===== config.mk =====
export PLATFORM = sky130hd
export DESIGN_NAME = ll_chain_walker
export DESIGN_NICKNAME = d
export VERILOG_FILES = /design/src/rtl/ll_walk_pkg.sv /design/src/rtl/ll_cost_acc.sv /design/src/rtl/ll_loop_guard.sv /design/src/rtl/ll_payload_slot.sv /design/src/rtl/ll_chain_walker.sv
export SDC_FILE = /design/constraint.sdc
export NUM_CORES = 1
export LEC_CHECK = 0
export ABC_AREA = 1
export BUFFER_PORTS_ARGS = -buffer_cell sky130_fd_sc_hd__buf_4
export CORE_MARGIN = 2
export CORE_UTILIZATION = 44
export DETAILED_ROUTE_END_ITERATION = 8
export PLACE_DENSITY = 0.75
export SLEW_MARGIN = 10
export SYNTH_ARGS = -nofsm -noshare
export SYNTH_HDL_FRONTEND = slang
export SYNTH_SLANG_ARGS = --single-unit

===== constraint.sdc =====
create_clock -name clk -period 4 [get_ports clk]
set_input_delay 1.2 -clock clk [delete_from_list [all_inputs] [get_ports clk]]
set_output_delay 1.2 -clock clk [all_outputs]
set_load 0.02 [all_outputs]

===== src/rtl/ll_walk_pkg.sv =====
package ll_walk_pkg;

  localparam int unsigned ADDR_W   = 24;
  localparam int unsigned IDX_W    = 19;
  localparam int unsigned WORD_W   = 32;
  localparam int unsigned LEN_W    = 8;
  localparam int unsigned TERM_BIT = 23;
  localparam int unsigned SPAN_W   = 21;

  typedef enum logic [3:0] {
    S_IDLE,
    S_CHECK,
    S_HDR_WAIT,
    S_TAG,
    S_PAY_RD,
    S_PAY_WAIT,
    S_PAY_OUT,
    S_ADV,
    S_CL_INIT,
    S_CL_RD,
    S_CL_WAIT,
    S_DONE
  } walk_state_e;

  // byte address to memory word index (address bits 20:2)
  function automatic logic [IDX_W-1:0] word_index(input logic [ADDR_W-1:0] a);
    return a[IDX_W+1:2];
  endfunction

  function automatic logic [LEN_W-1:0] hdr_len(input logic [WORD_W-1:0] h);
    return h[WORD_W-1 -: LEN_W];
  endfunction

  function automatic logic [ADDR_W-1:0] hdr_next(input logic [WORD_W-1:0] h);
    return h[ADDR_W-1:0];
  endfunction

  function automatic logic is_term(input logic [ADDR_W-1:0] a);
    return a[TERM_BIT];
  endfunction

  // per-node charge: 10, plus 5 + length for a non-empty node
  function automatic logic [15:0] node_cost(input logic [LEN_W-1:0] len);
    logic [15:0] c;
    c = 16'd10;
    if (len != '0) c = c + 16'd5 + {{(16-LEN_W){1'b0}}, len};
    return c;
  endfunction

  function automatic logic [WORD_W-1:0] hdr_tag(input logic [WORD_W-1:0] h);
    logic [WORD_W-1:0] r;
    r = h;
    r[TERM_BIT] = 1'b1;
    return r;
  endfunction

  function automatic logic [WORD_W-1:0] hdr_untag(input logic [WORD_W-1:0] h);
    logic [WORD_W-1:0] r;
    r = h;
    r[TERM_BIT] = 1'b0;
    return r;
  endfunction

  // link followed during cleanup keeps only the low 21 address bits
  function automatic logic [ADDR_W-1:0] span_link(input logic [WORD_W-1:0] h);
    return {{(ADDR_W-SPAN_W){1'b0}}, h[SPAN_W-1:0]};
  endfunction

endpackage


===== src/rtl/ll_cost_acc.sv =====
module ll_cost_acc
  import ll_walk_pkg::*;
#(
  parameter int unsigned COST_W = 32
) (
  input  logic              clk,
  input  logic              rst_n,
  input  logic              clear,
  input  logic              add_en,
  input  logic [LEN_W-1:0]  len,
  output logic [COST_W-1:0] total
);

  logic [COST_W-1:0] charge;
  assign charge = COST_W'(node_cost(len));

  always_ff @(posedge clk) begin
    if (!rst_n)      total <= '0;
    else if (clear)  total <= '0;
    else if (add_en) total <= total + charge;
  end

endmodule


===== src/rtl/ll_loop_guard.sv =====
module ll_loop_guard
  import ll_walk_pkg::*;
#(
  parameter int unsigned LOOP_LIMIT = 8192,
  parameter int unsigned CNT_W      = 32
) (
  input  logic              clk,
  input  logic              rst_n,
  input  logic              clear,
  input  logic              hdr_seen,
  input  logic              node_step,
  input  logic [ADDR_W-1:0] next_addr,
  output logic [CNT_W-1:0]  node_cnt,
  output logic              tag_node,
  output logic [ADDR_W-1:0] mark_addr,
  output logic              mark_valid,
  output logic              clean_due,
  output logic [CNT_W-1:0]  clean_cnt
);

  localparam logic [CNT_W-1:0] LIM  = CNT_W'(LOOP_LIMIT);
  localparam logic [CNT_W-1:0] LIM2 = CNT_W'(LOOP_LIMIT + 2);

  always_ff @(posedge clk) begin
    if (!rst_n) begin
      node_cnt   <= '0;
      mark_addr  <= '0;
      mark_valid <= 1'b0;
    end else if (clear) begin
      node_cnt   <= '0;
      mark_addr  <= '0;
      mark_valid <= 1'b0;
    end else begin
      if (hdr_seen && node_cnt == LIM) begin
        mark_addr  <= next_addr;
        mark_valid <= 1'b1;
      end
      if (node_step) node_cnt <= node_cnt + 1'b1;
    end
  end

  assign tag_node  = node_cnt > LIM;
  assign clean_due = mark_valid && (node_cnt > LIM2);
  assign clean_cnt = node_cnt - LIM2;

endmodule


===== src/rtl/ll_payload_slot.sv =====
module ll_payload_slot #(
  parameter int unsigned W = 32
) (
  input  logic         clk,
  input  logic         rst_n,
  input  logic         load,
  input  logic [W-1:0] din,
  input  logic         out_ready,
  output logic         out_valid,
  output logic [W-1:0] out_data,
  output logic         fire
);

  assign fire = out_valid && out_ready;

  always_ff @(posedge clk) begin
    if (!rst_n) begin
      out_valid <= 1'b0;
      out_data  <= '0;
    end else if (load) begin
      out_valid <= 1'b1;
      out_data  <= din;
    end else if (fire) begin
      out_valid <= 1'b0;
    end
  end

endmodule


===== src/rtl/ll_chain_walker.sv =====
module ll_chain_walker
  import ll_walk_pkg::*;
#(
  parameter int unsigned LOOP_LIMIT = 8192,
  parameter int unsigned COST_W     = 32,
  parameter int unsigned CNT_W      = 32
) (
  input  logic              clk,
  input  logic              rst_n,
  input  logic              start,
  input  logic [23:0]       start_addr,
  output logic              mem_rd,
  output logic              mem_wr,
  output logic [18:0]       mem_addr,
  output logic [31:0]       mem_wdata,
  input  logic [31:0]       mem_rdata,
  output logic              out_valid,
  input  logic              out_ready,
  output logic [31:0]       out_data,
  output logic              done,
  output logic [COST_W-1:0] cost
);

  walk_state_e state, state_nx;

  logic [ADDR_W-1:0] cur_addr;
  logic [WORD_W-1:0] hdr_q;
  logic [IDX_W-1:0]  hdr_idx;
  logic [IDX_W-1:0]  pay_ptr;
  logic [LEN_W-1:0]  pay_left;
  logic [ADDR_W-1:0] next_q;
  logic [ADDR_W-1:0] cl_addr;
  logic [CNT_W-1:0]  cl_left;

  // named internal events
  logic ev_start, ev_hdr_cap, ev_tag_wr, ev_clean_wr, ev_walk_end, ev_node_step;
  logic pay_fire;

  logic [CNT_W-1:0]  node_cnt, clean_cnt;
  logic              tag_node, mark_valid, clean_due;
  logic [ADDR_W-1:0] mark_addr;
  logic [LEN_W-1:0]  rd_len;

  assign rd_len       = hdr_len(mem_rdata);
  assign ev_start     = (state == S_IDLE) && start;
  assign ev_hdr_cap   = (state == S_HDR_WAIT);
  assign ev_tag_wr    = (state == S_TAG);
  assign ev_clean_wr  = (state == S_CL_WAIT);
  assign ev_walk_end  = (state == S_CHECK) && is_term(cur_addr);
  assign ev_node_step = (state == S_ADV);

  ll_cost_acc #(.COST_W(COST_W)) u_cost (
    .clk    (clk),
    .rst_n  (rst_n),
    .clear  (ev_start),
    .add_en (ev_hdr_cap),
    .len    (rd_len),
    .total  (cost)
  );

  ll_loop_guard #(.LOOP_LIMIT(LOOP_LIMIT), .CNT_W(CNT_W)) u_guard (
    .clk        (clk),
    .rst_n      (rst_n),
    .clear      (ev_start),
    .hdr_seen   (ev_hdr_cap),
    .node_step  (ev_node_step),
    .next_addr  (hdr_next(mem_rdata)),
    .node_cnt   (node_cnt),
    .tag_node   (tag_node),
    .mark_addr  (mark_addr),
    .mark_valid (mark_valid),
    .clean_due  (clean_due),
    .clean_cnt  (clean_cnt)
  );

  ll_payload_slot #(.W(WORD_W)) u_slot (
    .clk       (clk),
    .rst_n     (rst_n),
    .load      (state == S_PAY_WAIT),
    .din       (mem_rdata),
    .out_ready (out_ready),
    .out_valid (out_valid),
    .out_data  (out_data),
    .fire      (pay_fire)
  );

  // next-state logic
  always_comb begin
    state_nx = state;
    unique case (state)
      S_IDLE:     if (start) state_nx = S_CHECK;
      S_CHECK:    state_nx = is_term(cur_addr) ? S_CL_INIT : S_HDR_WAIT;
      S_HDR_WAIT: begin
        if (tag_node)          state_nx = S_TAG;
        else if (rd_len != '0) state_nx = S_PAY_RD;
        else                   state_nx = S_ADV;
      end
      S_TAG:      state_nx = (hdr_len(hdr_q) != '0) ? S_PAY_RD : S_ADV;
      S_PAY_RD:   state_nx = S_PAY_WAIT;
      S_PAY_WAIT: state_nx = S_PAY_OUT;
      S_PAY_OUT:  if (pay_fire) state_nx = (pay_left == LEN_W'(1)) ? S_ADV : S_PAY_RD;
      S_ADV:      state_nx = S_CHECK;
      S_CL_INIT:  state_nx = clean_due ? S_CL_RD : S_DONE;
      S_CL_RD:    state_nx = S_CL_WAIT;
      S_CL_WAIT:  state_nx = (cl_left == CNT_W'(1)) ? S_DONE : S_CL_RD;
      S_DONE:     state_nx = S_IDLE;
      default:    state_nx = S_IDLE;
    endcase
  end

  always_ff @(posedge clk) begin
    if (!rst_n) state <= S_IDLE;
    else        state <= state_nx;
  end

  // datapath registers
  always_ff @(posedge clk) begin
    if (!rst_n) begin
      cur_addr <= '0;
      hdr_q    <= '0;
      hdr_idx  <= '0;
      pay_ptr  <= '0;
      pay_left <= '0;
      next_q   <= '0;
      cl_addr  <= '0;
      cl_left  <= '0;
    end else begin
      unique case (state)
        S_IDLE:     if (start) cur_addr <= start_addr;
        S_CHECK:    hdr_idx <= word_index(cur_addr);
        S_HDR_WAIT: begin
          hdr_q    <= mem_rdata;
          pay_left <= rd_len;
          pay_ptr  <= hdr_idx + 1'b1;
          next_q   <= hdr_next(mem_rdata);
        end
        S_PAY_OUT: if (pay_fire) begin
          pay_ptr  <= pay_ptr + 1'b1;
          pay_left <= pay_left - 1'b1;
        end
        S_ADV:     cur_addr <= next_q;
        S_CL_INIT: if (clean_due) begin
          cl_left <= clean_cnt;
          cl_addr <= mark_addr;
        end
        S_CL_WAIT: begin
          cl_addr <= span_link(mem_rdata);
          cl_left <= cl_left - 1'b1;
        end
        default: ;
      endcase
    end
  end

  // memory port
  always_comb begin
    mem_rd    = 1'b0;
    mem_wr    = 1'b0;
    mem_addr  = '0;
    mem_wdata = '0;
    unique case (state)
      S_CHECK: begin
        mem_rd   = !is_term(cur_addr);
        mem_addr = word_index(cur_addr);
      end
      S_TAG: begin
        mem_wr    = 1'b1;
        mem_addr  = hdr_idx;
        mem_wdata = hdr_tag(hdr_q);
      end
      S_PAY_RD: begin
        mem_rd   = 1'b1;
        mem_addr = pay_ptr;
      end
      S_CL_RD: begin
        mem_rd   = 1'b1;
        mem_addr = word_index(cl_addr);
      end
      S_CL_WAIT: begin
        mem_wr    = 1'b1;
        mem_addr  = word_index(cl_addr);
        mem_wdata = hdr_untag(mem_rdata);
      end
      default: ;
    endcase
  end

  assign done = (state == S_DONE);

endmodule


# --- Word-level counts from Yosys, hierarchy flattened ---
# Index checks and enable logic that the tools add are counted.
word_totals:
  word_cells: 90
  ff_bits: 302
  output_inout_bits: 119
  inputBits: 60
op_classes:
  eq_ne: 17
  n_mux: 27
  n_lt_le_gt_ge: 2
  bitwise_logic: 1
  reduce_logical: 20
  n_addsub: 8
ops:
  columns: ["cell", "n"]
  rows:
  - ["case mux 32 bit (2 select lines)", 2]
  - ["case mux 19 bit (4 select lines)", 1]
  - ["greater-than comparator 32 x 14 -> 1 bit (second input constant)", 2]
  - ["case mux 24 bit (2 select lines)", 1]
  - ["case mux 4 bit (11 select lines)", 1]
  - ["case mux 21 bit (2 select lines)", 1]
  - ["adder 19 x 1 -> 19 bit (second input constant)", 2]
  - ["case mux 19 bit (2 select lines)", 1]
  - ["adder 32 x 1 -> 32 bit (second input constant)", 1]
  - ["adder 32 x 16 -> 32 bit", 1]
  - ["equality test 32 x 1 -> 1 bit (second input constant)", 1]
  - ["equality test 32 x 14 -> 1 bit (second input constant)", 1]
  - ["two-way mux 32 bit", 1]
  - ["subtractor 32 x 1 -> 32 bit (second input constant)", 1]
  - ["subtractor 32 x 14 -> 32 bit (second input constant)", 1]
  - ["two-way mux 24 bit", 1]
  - ["two-way mux 21 bit", 1]
  - ["two-way mux 19 bit", 1]
  - ["equality test 4 x 3 -> 1 bit (second input constant)", 4]
  - ["equality test 4 bit (second input constant)", 4]
  - ["two-way mux 16 bit", 1]
  - ["case mux 8 bit (2 select lines)", 1]
  - ["nonzero test 8 bit", 2]
  - ["two-way mux 4 bit", 3]
  - ["other kinds (18)", 39]

# --- Depth between registers and ports, before layout ---
logic_depth:
  ltp_word: 4
  mapped_depth: 19
  mapped_depth_nobuf: 18

# --- Modules after synthesis ---
# Synthesis repeated with hierarchy kept, for this count alone.
unflattened:
  hier_cells: 2568
  area_unflattened_um2: 16214.3
by_module_without_submodules:
  columns: ["module", "cells_per_inst", "area_each_um2", "n_inst", "seq_area_each_um2"]
  rows:
  - ["ll_chain_walker", 1365, 8657.1, 1, 3062.9]
  - ["ll_loop_guard", 644, 3973.8, 1, 1141.1]
  - ["ll_cost_acc", 414, 2419.8, 1, 640.6]
  - ["ll_payload_slot", 145, 1163.6, 1, 660.6]

# --- Worst setup path before layout ---
# No wires, ideal clock.
synth_path:
  path_type: "input -> register"
  from: "input port mem_rdata[24]"
  to: "register u_cost.total[9]"
  arrival_time_ns: 3.529
  path_buffers: 0
  stages: 16
  setup_slack_ns: 0.401
  setup_time_ns: 0.071
  required_time_ns: 3.929
  cell_sequence: "inv_1 ha_1 nand2_1 nor2_1 nor2_1 inv_1 nor3_1 nor2_1 ha_1 nand2_1 nor2_1 nand4_1 o21ai_0 nand2_1 or2_2 a21oi_1"
synth_between:
  elab_chain_len: 3
  elab_cells_between_ends: 4
  classes_between: "add/sub: 2; mux: 1; reduce/logical: 1"
synth_rtl:
  columns: ["item", "line", "rtl"]
  rows:
  - ["from (decl)", "ll_chain_walker.sv:16", "input logic [31:0] mem_rdata,"]
  - ["adder 4 x 8 -> 9 bit / nonzero test 8 bit (equally long branches)", "ll_walk_pkg.sv:46", "if (len != '0) c = c + 16'd5 + {{(16-LEN_W){1'b0}}, len};"]
  - ["two-way mux 16 bit *", "ll_walk_pkg.sv:46", null]
  - ["adder 32 x 16 -> 32 bit *", "ll_cost_acc.sv:20", "else if (add_en) total <= total + charge;"]
  - ["to (signal assigned)", "ll_cost_acc.sv:20", null]
  - ["to (decl)", "ll_cost_acc.sv:11", "output logic [COST_W-1:0] total"]
# Mark *: on every way between the ends. The rest lies on a longest branch, timed or not.
# A chain may end at the register's enable or synchronous reset.

# --- Worst setup path after layout ---
layout_path:
  from: "register state[1]"
  to: "output port mem_wdata[14]"
layout_between:
  elab_chain_len: 2
  elab_cells_between_ends: 3
  classes_between: "eq/ne: 2; mux: 1"
layout_rtl:
  columns: ["item", "line", "rtl"]
  rows:
  - ["from (decl)", "ll_chain_walker.sv:24", "walk_state_e state, state_nx;"]
  - ["from (signal assigned)", "ll_chain_walker.sv:113", "else state <= state_nx;"]
  - ["equality test 4 bit / equality test 4 x 2 -> 1 bit (equally long branches)", "ll_chain_walker.sv:161", "unique case (state)"]
  - ["case mux 32 bit (2 select lines) *", "ll_chain_walker.sv:161", null]
  - ["to (decl)", "ll_chain_walker.sv:15", "output logic [31:0] mem_wdata,"]
# Marks and branches as above.

==> impl_metrics.toml <==
[detailed_routing]
viasPerCell = 5.535
num_vias = 16770
wl_per_cell_um = 17.22
drcViolationCount = 0
drt_iter0_markers = 1325
drt_wl_total_um = 52160
first_pass_iters = 6
drtAntennaViolNets = 0

[floorplan]
core_region_area_um2 = 34630
die_area_um2 = 36730
rows = 68
die_h_um = 191.7
die_width_um = 191.7
initial_core_util_pct = 44.75
io_pins = 179

[clock_network]
clock_path_buffers = 3
numCtsBuffers = 31
htree_levels = 1
clkLatencyLatePin_ps = 590
cts_tree = "done"
cts.sinks = 270
ctsRootBufferMaster = "clkbuf_16"
cts_hold_repair.buffers = 0
path_clk_slew_ps = 70

[critical_path]
worstSetupEndpointType = "primary output"
critPathRequiredTime_ps = 2800
rrSetupSlack_ps = 1150
reg2reg_from = "state[1]"
crit_arrival_ps = 2660
reg2regPathDepth = 14
crit_fanout = 25
critPathBufInv = 4
crit_slowest_cell = "dfxtp_1"
cp-start-kind = "register"
worstPathCellList = "inv_2 > nor2_4 > nand2_2 > buf_4 > clkinv_2 > nand2_1 > o21ai_0 > buf_4"
path_delay_family = "buffers and inverters"
r2r-end = "pay_ptr[14]"
crit_path_max_incr_delay_ps = 460
crit_type = "register to primary output"
crit_top_cell = "buf_4"

[yosys]
synth-edff-count = 0
synth_nets = 2509
yosysTopAreaCellShare_pct = 34.88
ys_seq_elements = 270
synthTopCellsByArea = "dfxtp_1 35%, nand2_1 13%, nor2_1 8.0%"
seq_area_frac_synth_pct = 34.88
syn-instance-count = 2427
postSynth.asyncResetShare_pct = 0
synth_top_area_cell = "dfxtp_1"
syn-mean-instance-area_um2 = 6.384
synthTopCellsByCount = "541 x nand2_1, 332 x nor2_1, 270 x dfxtp_1, 267 x inv_1, 230 x o21ai_0"
synth_ff_type = "dfxtp_1"
synth.most_common_cell = "nand2_1"
synth_cell_type_count = 54
synth_area_um2 = 15490
ys_warn_count = 0

[grt]
gr-usage-met1_pct = 36.96
antenna_found_initial = 0
track_usage_pct = 27.75
grt_pass1_vias = 15500
use_met3_pct = 5.573
globalRouteOverflowTotal = 0
grt_max_degree = 83
grt_pass1_wl_um = 81560
use_met2_pct = 43.84
busiest_layer = "met2"

[hold_path]
worstHoldEndpoint = "u_guard.mark_addr[17]"
hp-class = "register to register"
min_from = "u_guard.mark_addr[17]"
min_path_cells = 2

[placed_design]
gp_congestion = 0.9110
io_buffer_count = 174
dp_hpwl_um = 37540
post_dp_cell_area_um2 = 17120

[timing]
finalHoldViolations = 0
finalSetupViolCount = 0
grt_setup_unrepaired = "no"
finalSetupTns_ps = 0
relSlewSlack_pct = 41.40
worst_pin_slew_ps = 876.5
fin_skew_ps = 22.41
fmax_mhz = 259.4
finalMaxSlewViolations = 0
finalCritPeriodShare_pct = 96.39
period_minus_slack_ps = 3856

[layout]
drive_gt1_share_pct = 12.00
final_cell_area_um2 = 18190
final_util_pct = 52.53
diodes = 0
nets = 2632
area_delta_synth_final_pct = 17.40

[pwr]
powerDensity_nw_per_um2 = 462.8
peakVddDrop_uv = 460.1
power_leakage_nw = 8.021

[job]
drv_cap = 0

[run_status]
status = "completed"
## worst max-delay path by stage
stage / slack (ps) / cells after the start / endpoint / from
after global routing: 1 / 8 / mem_wdata[15] / state[1]
final: 140 / 8 / mem_wdata[14] / state[1]
after detailed placement: 90 / 19 / u_cost.total[20] / mem_rdata[24]
after CTS: 7 / 10 / mem_addr[2] / state[0]
after global placement: 150 / 19 / u_cost.total[30] / mem_rdata[24]
after floorplan: 400 / 16 / u_cost.total[9] / mem_rdata[24]
## where the power goes
| part | total (mW) | internal [mW] | switching, mW | leakage [nW] |
|---|---|---|---|---|
| clock | 2.95 | 1.74 | 1.21 | 0.519 |
| sequential | 3.27 | 3.04 | 0.231 | 2.18 |
| combinational | 2.20 | 0.712 | 1.48 | 5.32 |
## cells in the final DEF (no fill, tap or decap), drive strengths merged, types with 11 or more instances in the layout
cell and count:
a21oi 195, or2 11, nand4 42, o22ai 23, dfxtp 270, clkbuf 41
a22oi 16, nor2 346, nor3 37, xor2 41, o211ai 19, o21ai 237
nand2 548, ha 21, inv 273, nand3 156, a31oi 24, buf 203
## worst min-delay path, stage by stage, from the launching register on
cell	delay (ps)
dfxtp_1	300
inv_1	50
a21oi_1	50
## layout make-up
| type | instances | area (um2) |
|---|---|---|
| clock buffers | 41 | 883.3 |
| clock inverters | 16 | 177.7 |
| fillers | 3444 | 16440 |
| inverters | 274 | 1033 |
| multi-input cells | 1769 | 8566 |
| flip-flops and latches | 270 | 5405 |
| well taps | 455 | 569.3 |
| repair buffers | 203 | 1549 |
| repair inverters | 1 | 7.507 |
## what timing repair did
item	in CTS	in global routing
setup buffers	0	0
setup endpoints to repair	0	23
gates resized for setup	0	4
## logic make-up (layout without fill, tap and decap cells)
family                     after synthesis  in the layout  synth area share, %
DFF                                    270            270                34.88
AOI/OAI and AO/OA                      537            537                18.77
xor gates and xnor gates                49             49                2.770
buffers and inverters                  388            535                9.924
and+or+nand+nor                       1161           1161                31.82
adders and majority gates               22             22                1.825
## layer usage
metal	part of all wire [%]	up-vias
met5	0	-
met3	9.6	119
li1	-	8192
met4	3.9	0
met1	43	7716
met2	44	739
## flip-flops by register name, summed over array words and instances, names as in the netlist
| register | flops |
|---|---|
| cur_addr | 20 |
| u_cost.total | 32 |
| pay_left | 8 |
| cl_addr | 19 |
| u_slot.out_valid | 1 |
| u_guard.node_cnt | 32 |
| pay_ptr | 19 |
| u_slot.out_data | 32 |
| u_guard.mark_addr | 19 |
| hdr_idx | 19 |
| u_guard.mark_valid | 1 |
| state | 4 |
| hdr_q | 32 |
| cl_left | 32 |
## per-stage QoR
step | setup slack, ps | std cells | power (mW) | hold slack [ps]
after floorplan | 400.8 | 2427 | 4.739 | 424.5
after global placement | 147.3 | 2971 | 5.406 | 432.9
after detailed placement | 88.63 | 2971 | 5.453 | 439.9
after CTS | 6.857 | 3028 | 8.407 | 449.2
after global routing | 1.141 | 3029 | 8.822 | 467.8
final | 144.4 | 3029 | 8.418 | 448.5
(Power assumes the default switching activity.)
